`src/rtl/mmio_regbus_bridge_pkg.sv`:
```
`timescale 1ns/1ps
package mmio_regbus_bridge_pkg;

  typedef enum logic [1:0] {ST_IDLE, ST_ISSUE, ST_WAIT, ST_ACK} brState_t;

  // strobes from control to datapath
  typedef struct packed {
    logic capture;    // latch a downstream request
    logic loadLocal;  // load the locally answered read value
    logic loadRsp;    // load the downstream response value
  } dpStrobe_t;

  localparam logic [31:0] ID_REG = 32'h000F_000F;

  function automatic logic isReadZero(input logic [31:0] r);
    case (r)
      32'h0101_0C00, 32'h0101_0C03,
      32'h0202_0007, 32'h0202_0009, 32'h0202_000F,
      32'h0201_3028, 32'h0201_302A,
      32'h0201_3801, 32'h0201_3802: return 1'b1;
      default: return ({r[31:3], 3'b000} == 32'h0201_3F00);
    endcase
  endfunction

  function automatic logic isWriteDrop(input logic [31:0] r);
    case (r)
      ID_REG, 32'h0202_0007, 32'h0202_0009, 32'h0202_000F: return 1'b1;
      default: return (r >= 32'h0101_0C00) && (r <= 32'h0101_0C05);
    endcase
  endfunction

endpackage

```
`src/rtl/mmio_regbus_bridge_xlate.sv`:
```
`timescale 1ns/1ps
module mmio_regbus_bridge_xlate #(
  parameter int ADDR_W = 40,
  parameter int WIN_W  = 32
) (
  input  logic              genSel,
  input  logic [ADDR_W-1:0] busAddr,
  output logic [WIN_W-4:0]  regAddr
);
  logic [WIN_W-1:0] masked;
  logic [WIN_W-4:0] shiftReg;
  logic [WIN_W-4:0] packReg;

  assign masked   = busAddr[WIN_W-1:0];
  assign shiftReg = masked[WIN_W-1:3];
  // upper part keeps bits from position 8 up, low nibble from bits 6..3
  assign packReg  = {1'b0, masked[WIN_W-1:8], masked[6:3]};
  assign regAddr  = genSel ? shiftReg : packReg;

  logic unusedBits;
  if (ADDR_W > WIN_W) begin : gHi
    assign unusedBits = ^{busAddr[ADDR_W-1:WIN_W], masked[2:0]};
  end else begin : gNoHi
    assign unusedBits = ^masked[2:0];
  end
endmodule

```
`src/rtl/mmio_regbus_bridge_dp.sv`:
```
`timescale 1ns/1ps
module mmio_regbus_bridge_dp
  import mmio_regbus_bridge_pkg::*;
#(
  parameter int ADDR_W = 40,
  parameter int WIN_W  = 32,
  parameter int DATA_W = 64,
  parameter logic [DATA_W-1:0] CHIP_ID = 64'h0000_0002_20D5_1049,
  localparam int NBYTES = DATA_W / 8,
  localparam int SIZE_W = $clog2(NBYTES) + 1
) (
  input  logic              clk,
  input  logic              rstN,
  input  logic              genSel,
  input  logic              reqWrite,
  input  logic [SIZE_W-1:0] reqSize,
  input  logic [ADDR_W-1:0] reqAddr,
  input  logic [DATA_W-1:0] reqWdata,
  input  dpStrobe_t         strobe,
  input  logic              dsRspErr,
  input  logic [DATA_W-1:0] dsRspData,
  output logic              localHit,
  output logic              localFail,
  output logic              dsWrite,
  output logic [WIN_W-1:0]  dsAddr,
  output logic [DATA_W-1:0] dsWdata,
  output logic [DATA_W-1:0] reqRdata
);
  logic [WIN_W-4:0]  regAddr;
  logic [31:0]       regKey;
  logic              sizeOk;
  logic              isId;
  logic [DATA_W-1:0] localVal;
  logic [DATA_W-1:0] wdSwap;
  logic [DATA_W-1:0] rspSwap;
  logic [DATA_W-1:0] locSwap;

  mmio_regbus_bridge_xlate #(.ADDR_W(ADDR_W), .WIN_W(WIN_W)) uXlate (
    .genSel (genSel),
    .busAddr(reqAddr),
    .regAddr(regAddr)
  );

  assign regKey    = 32'(regAddr);
  assign sizeOk    = (reqSize == SIZE_W'(NBYTES));
  assign isId      = (regKey == ID_REG);
  assign localFail = !sizeOk;
  assign localHit  = !sizeOk ||
                     (reqWrite ? isWriteDrop(regKey) : (isId || isReadZero(regKey)));
  assign localVal  = (sizeOk && !reqWrite && isId) ? CHIP_ID : '0;

  // big-endian lanes: reverse bytes in both directions
  for (genvar b = 0; b < NBYTES; b++) begin : gSwap
    assign wdSwap[8*b +: 8]  = reqWdata[8*(NBYTES-1-b) +: 8];
    assign rspSwap[8*b +: 8] = dsRspData[8*(NBYTES-1-b) +: 8];
    assign locSwap[8*b +: 8] = localVal[8*(NBYTES-1-b) +: 8];
  end

  always_ff @(posedge clk) begin
    if (!rstN) begin
      dsWrite  <= 1'b0;
      dsAddr   <= '0;
      dsWdata  <= '0;
      reqRdata <= '0;
    end else begin
      if (strobe.capture) begin
        dsWrite <= reqWrite;
        dsAddr  <= {regAddr, 3'b000};
        dsWdata <= wdSwap;
      end
      if (strobe.loadLocal) begin
        reqRdata <= locSwap;
      end else if (strobe.loadRsp) begin
        reqRdata <= (dsRspErr || dsWrite) ? '0 : rspSwap;
      end
    end
  end
endmodule

```
`src/rtl/mmio_regbus_bridge_ctrl.sv`:
```
`timescale 1ns/1ps
module mmio_regbus_bridge_ctrl
  import mmio_regbus_bridge_pkg::*;
(
  input  logic      clk,
  input  logic      rstN,
  input  logic      reqValid,
  input  logic      localHit,
  input  logic      localFail,
  input  logic      dsReady,
  input  logic      dsRspValid,
  input  logic      dsRspErr,
  input  logic      statusClr,
  output dpStrobe_t strobe,
  output logic      reqBusy,
  output logic      reqAck,
  output logic      dsValid,
  output logic      statusDone,
  output logic      statusFail
);
  brState_t state, stateNext;
  logic     setDone, setFail;

  always_comb begin
    stateNext = state;
    strobe    = '0;
    setDone   = 1'b0;
    setFail   = 1'b0;
    case (state)
      ST_IDLE: if (reqValid) begin
        if (localHit) begin
          strobe.loadLocal = 1'b1;
          setDone          = 1'b1;
          setFail          = localFail;
          stateNext        = ST_ACK;
        end else begin
          strobe.capture = 1'b1;
          stateNext      = ST_ISSUE;
        end
      end
      ST_ISSUE: if (dsReady) stateNext = ST_WAIT;
      ST_WAIT: if (dsRspValid) begin
        strobe.loadRsp = 1'b1;
        setDone        = 1'b1;
        setFail        = dsRspErr;
        stateNext      = ST_ACK;
      end
      default: stateNext = ST_IDLE;
    endcase
  end

  always_ff @(posedge clk) begin
    if (!rstN) begin
      state      <= ST_IDLE;
      statusDone <= 1'b0;
      statusFail <= 1'b0;
    end else begin
      state <= stateNext;
      if (statusClr) begin
        statusDone <= 1'b0;
        statusFail <= 1'b0;
      end else begin
        statusDone <= statusDone | setDone;
        statusFail <= statusFail | setFail;
      end
    end
  end

  assign reqBusy = (state != ST_IDLE);
  assign reqAck  = (state == ST_ACK);
  assign dsValid = (state == ST_ISSUE);
endmodule

```
`src/rtl/mmio_regbus_bridge.sv`:
```
`timescale 1ns/1ps
module mmio_regbus_bridge
  import mmio_regbus_bridge_pkg::*;
#(
  parameter int ADDR_W = 40,
  parameter int WIN_W  = 32,
  parameter int DATA_W = 64,
  parameter logic [DATA_W-1:0] CHIP_ID = 64'h0000_0002_20D5_1049
) (
  input  logic                           clk,
  input  logic                           rstN,
  input  logic                           genSel,
  input  logic                           reqValid,
  input  logic                           reqWrite,
  input  logic [$clog2(DATA_W/8):0]      reqSize,
  input  logic [ADDR_W-1:0]              reqAddr,
  input  logic [DATA_W-1:0]              reqWdata,
  output logic                           reqBusy,
  output logic                           reqAck,
  output logic [DATA_W-1:0]              reqRdata,
  output logic                           dsValid,
  input  logic                           dsReady,
  output logic                           dsWrite,
  output logic [WIN_W-1:0]               dsAddr,
  output logic [DATA_W-1:0]              dsWdata,
  input  logic                           dsRspValid,
  input  logic                           dsRspErr,
  input  logic [DATA_W-1:0]              dsRspData,
  input  logic                           statusClr,
  output logic                           statusDone,
  output logic                           statusFail
);
  dpStrobe_t strobe;
  logic      localHit, localFail;

  mmio_regbus_bridge_dp #(
    .ADDR_W(ADDR_W), .WIN_W(WIN_W), .DATA_W(DATA_W), .CHIP_ID(CHIP_ID)
  ) uDp (
    .clk(clk), .rstN(rstN), .genSel(genSel), .reqWrite(reqWrite),
    .reqSize(reqSize), .reqAddr(reqAddr), .reqWdata(reqWdata),
    .strobe(strobe), .dsRspErr(dsRspErr), .dsRspData(dsRspData),
    .localHit(localHit), .localFail(localFail), .dsWrite(dsWrite),
    .dsAddr(dsAddr), .dsWdata(dsWdata), .reqRdata(reqRdata)
  );

  mmio_regbus_bridge_ctrl uCtrl (
    .clk(clk), .rstN(rstN), .reqValid(reqValid), .localHit(localHit),
    .localFail(localFail), .dsReady(dsReady), .dsRspValid(dsRspValid),
    .dsRspErr(dsRspErr), .statusClr(statusClr), .strobe(strobe),
    .reqBusy(reqBusy), .reqAck(reqAck), .dsValid(dsValid),
    .statusDone(statusDone), .statusFail(statusFail)
  );
endmodule

```
`config.mk`:
```
export PLATFORM = sky130hd
export DESIGN_NAME = mmio_regbus_bridge
export DESIGN_NICKNAME = d
export VERILOG_FILES = /design/src/rtl/mmio_regbus_bridge_pkg.sv /design/src/rtl/mmio_regbus_bridge_xlate.sv /design/src/rtl/mmio_regbus_bridge_dp.sv /design/src/rtl/mmio_regbus_bridge_ctrl.sv /design/src/rtl/mmio_regbus_bridge.sv
export SDC_FILE = /design/constraint.sdc
export NUM_CORES = 1
export LEC_CHECK = 0
export BUFFER_PORTS_ARGS = -buffer_cell sky130_fd_sc_hd__buf_2
export CAP_MARGIN = 30
export CORE_MARGIN = 10
export CORE_UTILIZATION = 42
export DETAILED_ROUTE_END_ITERATION = 16
export PLACE_DENSITY = 0.73
export REMOVE_ABC_BUFFERS = 1
export SLEW_MARGIN = 20
export SYNTH_ARGS = -nofsm -noshare
export SYNTH_HDL_FRONTEND = slang
export SYNTH_SLANG_ARGS = --single-unit
export TNS_END_PERCENT = 100
```
`constraint.sdc`:
```
create_clock -name clk -period 2.63 [get_ports clk]
set_input_delay 0.3945 -clock clk [delete_from_list [all_inputs] [get_ports clk]]
set_output_delay 0.3945 -clock clk [all_outputs]
set_load 0.03 [all_outputs]
```
### Word-level counts from Yosys, hierarchy flattened

Cells that the tools add are included.

* bits in registers: 162
* logic and storage cells: 70

* magnitude comparators: 2
* equal/unequal tests: 18
* mux-type cells: 25
* bitwise operators: 3
* reduce and logical (&&, ||, !) cells: 15

Operators by type and width (count)
* 29-bit by 26-bit equality test with 1-bit output, second input constant: 7
* 64-bit two-way mux: 3
* 29-bit by 25-bit equality test with 1-bit output, second input constant: 2
* 34-bit two-way mux: 1
* 29-bit by 20-bit equality test with 1-bit output, second input constant: 1
* 29-bit by 25-bit >= comparator with 1-bit output, second input constant: 1
* 29-bit by 25-bit <= comparator with 1-bit output, second input constant: 1
* 29-bit two-way mux: 1
* 26-bit by 23-bit equality test with 1-bit output, second input constant: 1
* 2-bit two-way mux: 6
* 1-bit two-way mux: 11
* 9-bit OR reduction: 1
* 2-bit case mux with 3 select lines: 1
* 2-bit equality test, second input constant: 2
* 4-bit equality test, second input constant: 1
* 2-bit inequality test, second input constant: 2
* 1-bit case mux with 2 select lines: 2
* 2-bit nonzero test: 2
* 4-bit OR reduction: 1
* 1-bit logical AND: 3
* 1-bit logical OR: 3
* 3-bit AND reduction: 1
* 2-bit by 1-bit equality test with 1-bit output, second input constant: 1
* 1-bit logical NOT: 2
* 5 further kinds: 6

### Longest topological paths before layout

* word-level depth: 11
* gate-level depth with buffers: 12

### Cells and area by module

Synthesis repeated with hierarchy kept, for this count alone.

* cell total of the unflattened synthesis: 657
* area, all modules: 6891.6 µm²

By module, submodules not included
* mmio_regbus_bridge_dp: instances 1, cells an instance 593, area each 6190.9 µm², seq. area each 3163.0 µm²
* mmio_regbus_bridge_xlate: instances 1, cells an instance 32, area each 429.2 µm², seq. area each 0.0 µm²
* mmio_regbus_bridge_ctrl: instances 1, cells an instance 32, area each 271.5 µm², seq. area each 80.1 µm²

### Worst setup path before layout

OpenSTA, ideal clock, no wires.

* path kind: input port to flip-flop
* start point: input genSel
* end point: register uDp.reqRdata[62]
* setup time: 0.161 ns
* data arrival time: 2.424 ns
* slack: 0.045 ns
* cell stages on the path: 10
* buffers on the path: 3
* cells stage by stage: buf_4 > buf_6 > nor4b_2 > a31oi_1 > or4b_1 > a211oi_1 > nor4_1 > a21oi_1 > buf_2 > a221oi_1

* longest elaborated chain between the ends: 11
* elaborated cells on any way between the ends: 29
* classes of those cells: order compare: 2; eq/ne: 11; mux: 9; reduce/logical: 7

RTL lines
* start, declared: line mmio_regbus_bridge.sv:12 `input logic genSel,`
* 29-bit two-way mux *: line mmio_regbus_bridge_xlate.sv:18 `assign regAddr = genSel ? shiftReg : packReg;`
* parallel branches: the longest is 10 deep, another holds 29-bit by 25-bit >= comparator with 1-bit output
* end signal, assigned: line mmio_regbus_bridge_dp.sv:72 `reqRdata <= locSwap;`
* end signal, assigned: line mmio_regbus_bridge_dp.sv:74 `reqRdata <= (dsRspErr || dsWrite) ? '0 : rspSwap;`
* end, declared: line mmio_regbus_bridge_dp.sv:27 `output logic [DATA_W-1:0] reqRdata`

Mark *: on every way between the ends.
A chain may end at the register's enable or synchronous reset.

### Final worst setup path

* start point: input genSel
* end point: register uDp.dsWdata[21]

* longest elaborated chain between the ends: 10
* elaborated cells on any way between the ends: 25
* classes of those cells: order compare: 2; eq/ne: 11; mux: 7; reduce/logical: 5

RTL lines
* 29-bit two-way mux *: line mmio_regbus_bridge_xlate.sv:18
* parallel branches: the longest is 4 deep, another holds 29-bit by 25-bit >= comparator with 1-bit output
* 1-bit two-way mux *: line mmio_regbus_bridge_dp.sv:49 `(reqWrite ? isWriteDrop(regKey) : (isId || isReadZero(regKey)));`
* 1-bit logical OR *: line mmio_regbus_bridge_dp.sv:48 `assign localHit = !sizeOk ||`
* 1-bit two-way mux *: line mmio_regbus_bridge_ctrl.sv:31 `if (localHit) begin`
* 2-bit two-way mux *: line mmio_regbus_bridge_ctrl.sv:30 `ST_IDLE: if (reqValid) begin`
* 2-bit two-way mux *: line mmio_regbus_bridge_ctrl.sv:29 `case (state)`
* end signal, assigned: line mmio_regbus_bridge_dp.sv:69 `dsWdata <= wdSwap;`
* end, declared: line mmio_regbus_bridge_dp.sv:26 `output logic [DATA_W-1:0] dsWdata,`

Marked as above.

==> results by group <==
Run status
  – Run status: complete, no violations

Worst setup path
  – Crit Path Category: input pin to flip-flop
  – Critical Path Most Common Cell: sky130_fd_sc_hd__buf_12
  – Maximum fanout along the worst path: 20
  – CP startpoint kind: input pin
  – Capture point of the worst path: uDp.dsWdata[21]
  – Largest stage delay, worst path: about 0.32 ns
  – Kind of end point of the critical path: flip-flop
  – Required time at the endpoint of the critical path: between 2 and 3 ns
  – Critical path launch point: genSel
  – Reg2reg end: uDp.reqRdata[62]
  – Worst path cell trace: buf_2 > buf_12 > buf_4 > and2_1 > nor2b_1 > o2111ai_1 > nor4_1 > buf_4 > o2111a_2 > nor3_4 > buf_12 > buf_12 > mux2i_1
  – Reg2reg start: uCtrl.state[1]
  – R2r worst-path depth: 9
  – Arrival @ worst endpoint: 2.85 ns
  – Library cell contributing the largest single delay on the critical path: sky130_fd_sc_hd__o2111ai_1
  – Setup slack, reg-to-reg: 0.72 ns

GRT
  – Pin count of the biggest net entering global routing: 73
  – Total track usage: 0.201
  – Initial antenna violation count: 7
  – Number of global-route vias before repair: slightly below 7000
  – Congestion Overflow GR: 0
  – Wire length of the first global-routing pass: roughly 37 mm

Final layout
  – Area of the multi-input gates: 0.00363 sq mm
  – Post-synthesis to final-layout area growth: 40.4%
  – Non-filler cells in the finished layout: 1402
  – Final core utilization: 0.595
  – Sequential cell area: roughly 0.0032 sq mm
  – Final design area excluding fillers: slightly above 0.01 sq mm
  – NumNets Final: approximately 1300
  – Share of post-route cells with drive strength above 1: 0.402
  – Fillcell total: roughly 1600

STA
  – Time the worst path needs with I/O delays and setup: around 2.5 ns
  – Setup TNS Final: 0 ns
  – Final period util: 0.951
  – Timing-limited maximum frequency: 400 MHz
  – Final Hold Vio Count: 0
  – Worst Skew: about 0.009 ns
  – Final setup vio count: 0
  – Number of slew-limit violations in the final report: 0
  – Final worst slack: ~0.13 ns
  – Transition at the pin with the smallest max-transition slack: between 0.6 and 0.7 ns
  – Worst slew margin relative to its limit: 0.574

Logic synthesis
  – Mapped cell area: between 0.007 and 0.008 sq mm
  – Biggest area contributors in the synthesized netlist: sky130_fd_sc_hd__dfxtp_1 45%, sky130_fd_sc_hd__mux2i_1 12%, sky130_fd_sc_hd__nand2_1 8.4%
  – Yosys warning total: 0
  – Count of mapped cells out of synthesis: 800
  – Share of synthesized flip-flops with an asynchronous set or reset: 0
  – Yosys top cell by area: sky130_fd_sc_hd__dfxtp_1
  – Number of synthesized register bits: between 150 and 200
  – Share of the synthesized area in the top cell type: 0.445
  – Average footprint of a synthesized cell: just over 9 sq um
  – Count of flip-flops with a built-in enable after synthesis: 0
  – Most used DFF post-synth: sky130_fd_sc_hd__dfxtp_1
  – Sequential share of the synthesized area: 0.445
  – Cell variety after synth: 67

Detailed routing
  – Sum of routed wire length over all layers: roughly 25 mm
  – Routed wire per std cell: around 18 um
  – Via total after detailed routing: 7232
  – Vias per Instance: between 5 and 6
  – Residual DRC count: 0
  – Post-route ant nets: 0
  – Pre-antenna DRT Iters: 6
  – Drt initial violations: between 400 and 500

Clock tree
  – Post-cts hold buffer count: 0
  – TritonCTS clock tree: built
  – Clock buffer depth: 2
  – Post-CTS setup-driven buffer insertion count: 0
  – CTS H-tree lvls: 4
  – # clock sinks: about 160
  – Clock buffer count from CTS: 17
  – Clock latency reported for the late side of the worst-skew pair: roughly 0.43 ns
  – CTS Root Cell: sky130_fd_sc_hd__clkbuf_16
  – Clock input transition at the sequential cells of the worst setup and hold paths: ~0.070 ns

Floorplan
  – Floorplan die area: around 0.023 sq mm
  – Initial cell density of the core: 0.424
  – Number of I/O pins: approximately 350
  – Area of the core: between 0.015 and 0.02 sq mm
  – Number of placement rows: 48
  – Vertical die dimension: 152 um
  – Die Span X: 152 um

Placed design
  – Post-Place Worst Slack: -0.434 ns
  – Cell Area, Placed: 0.00955 sq mm
  – DP Cell Count: ~1400
  – Detailed placer's ending HPWL: between 15 and 20 mm
  – Final RePlAce weighted congestion: 0.873
  – Port Buffers: around 330

Job
  – Max-Cap Viols: 0

Power and ir drop
  – Leakage power: about 0.0046 uW
  – Worst VDD drop: slightly below 0.5 mV
  – Total power divided by cell area: approximately 700 mW/mm^2

Min path
  – Cells on Worst Hold Path: 2
  – Worst min-delay path class: input pin to flip-flop
how the worst min path moves through the flow:
stage,from,endpoint,slack [ns]
after floorplan,statusClr,uCtrl.statusFail,0.47
after global placement,uDp.dsWdata[59],uDp.dsWdata[59],0.44
after detailed placement,uDp.dsWdata[45],uDp.dsWdata[45],0.44
after CTS,statusClr,uCtrl.statusFail,0.14
after global routing,statusClr,uCtrl.statusFail,0.15
final,statusClr,uCtrl.statusFail,0.16
state kept, by name (all words and copies together) (netlist names):
| signal | cells |
|---|---|
| uDp.dsWdata | 64 |
| uDp.reqRdata | 64 |
| uDp.dsAddr | 29 |
| uCtrl.state | 2 |
| uCtrl.statusDone | 1 |
| uCtrl.statusFail | 1 |
| uDp.dsWrite | 1 |
power by group:
group / switching [uW] / internal [uW]
clock: 1040 / 1580
sequential: 90.8 / 2630
combinational: 1190 / 651
synth_stat cells (6+ instances only):
| cell type | number |
|---|---|
| sky130_fd_sc_hd__nor2b_1 | 9 |
| sky130_fd_sc_hd__nand4_1 | 7 |
| sky130_fd_sc_hd__clkbuf_1 | 47 |
| sky130_fd_sc_hd__a221oi_2 | 10 |
| sky130_fd_sc_hd__nand2_1 | 164 |
| sky130_fd_sc_hd__nor3_1 | 61 |
| sky130_fd_sc_hd__nor2_1 | 11 |
| sky130_fd_sc_hd__a21oi_1 | 14 |
| sky130_fd_sc_hd__a22oi_1 | 53 |
| sky130_fd_sc_hd__dfxtp_1 | 162 |
| sky130_fd_sc_hd__o21ai_0 | 9 |
| sky130_fd_sc_hd__o211a_1 | 6 |
| sky130_fd_sc_hd__a211oi_1 | 13 |
| sky130_fd_sc_hd__buf_4 | 6 |
| sky130_fd_sc_hd__inv_1 | 20 |
| sky130_fd_sc_hd__mux2i_1 | 89 |
| sky130_fd_sc_hd__a31oi_1 | 18 |
| sky130_fd_sc_hd__buf_6 | 12 |
| sky130_fd_sc_hd__nand3_1 | 6 |
area by class of cell:
type,count,share of cell area
Multi-Input combinational cell,548,0.355
Sequential cell,162,0.317
Timing Repair Buffer,406,0.229
Clock buffer,22,0.0464
Tap cell,225,0.0275
Clock inverter,10,0.0144
Inverter,21,0.00771
Antenna cell,8,0.00196
placed cells by master, fill, tap and decap left out, types with 3 or more instances in the layout:
master                      count
sky130_fd_sc_hd__clkbuf_16     17
sky130_fd_sc_hd__a221oi_2      10
sky130_fd_sc_hd__or3b_1         3
sky130_fd_sc_hd__buf_2        332
sky130_fd_sc_hd__nor3_1        60
sky130_fd_sc_hd__nor2_1        11
sky130_fd_sc_hd__o21ai_0        9
sky130_fd_sc_hd__a21oi_1       14
sky130_fd_sc_hd__dfxtp_1      162
sky130_fd_sc_hd__and2_1         5
sky130_fd_sc_hd__inv_1         20
sky130_fd_sc_hd__ha_1           4
sky130_fd_sc_hd__o211a_1        6
sky130_fd_sc_hd__nand2b_1       3
sky130_fd_sc_hd__buf_4         63
sky130_fd_sc_hd__nand3_1        5
sky130_fd_sc_hd__clkbuf_8       3
sky130_fd_sc_hd__mux2i_1       89
sky130_fd_sc_hd__buf_12        10
sky130_fd_sc_hd__nand4_1        7
sky130_fd_sc_hd__nor2b_1        9
sky130_fd_sc_hd__nor4_1         5
sky130_fd_sc_hd__nand2_1      163
sky130_fd_sc_hd__nor3_2         3
sky130_fd_sc_hd__nand3b_1       3
sky130_fd_sc_hd__conb_1         3
sky130_fd_sc_hd__diode_2        8
sky130_fd_sc_hd__bufinv_16      3
sky130_fd_sc_hd__a31oi_1       18
sky130_fd_sc_hd__o2111ai_1      3
sky130_fd_sc_hd__a211oi_1      13
sky130_fd_sc_hd__a22oi_1       53
worst max-delay path: cells and delay by family:
kind	cells	cell delay (ns)
buf+inv	6	1.00
simple gates	4	0.61
compound gates	2	0.61
mux	1	0.22
metal layers:
layer | share of wire | wire length (um) | global-route usage
met4 | 0.022 | 540 | 0.0696
met2 | 0.49 | 12300 | 0.335
met1 | 0.40 | 9980 | 0.236
met3 | 0.084 | 2100 | 0.0707
met5 | 0.00032 | 8 | 0
through the flow:
step	hold slack (ns)	power, uW
6_report	0.156	7190
5_1_grt	0.148	7490
4_1_cts	0.137	7220
3_5_place_dp	0.444	4590
3_3_place_gp	0.438	4570
2_1_floorplan	0.474	3860
timing repair:
action                     in CTS  in global routing
setup endpoints to repair       1                 81
resized for setup               1                  6
gates cloned                    0                  1
cells by family after synthesis:
group | share of synthesized area
xor+xnor | 0.00120
compound gates | 0.164
fa+ha+maj | 0.00687
buf+inv | 0.0637
other cells | 0.000515
simple gates | 0.195
mux | 0.124
flops | 0.445
Power figures use the tool's default switching activity.
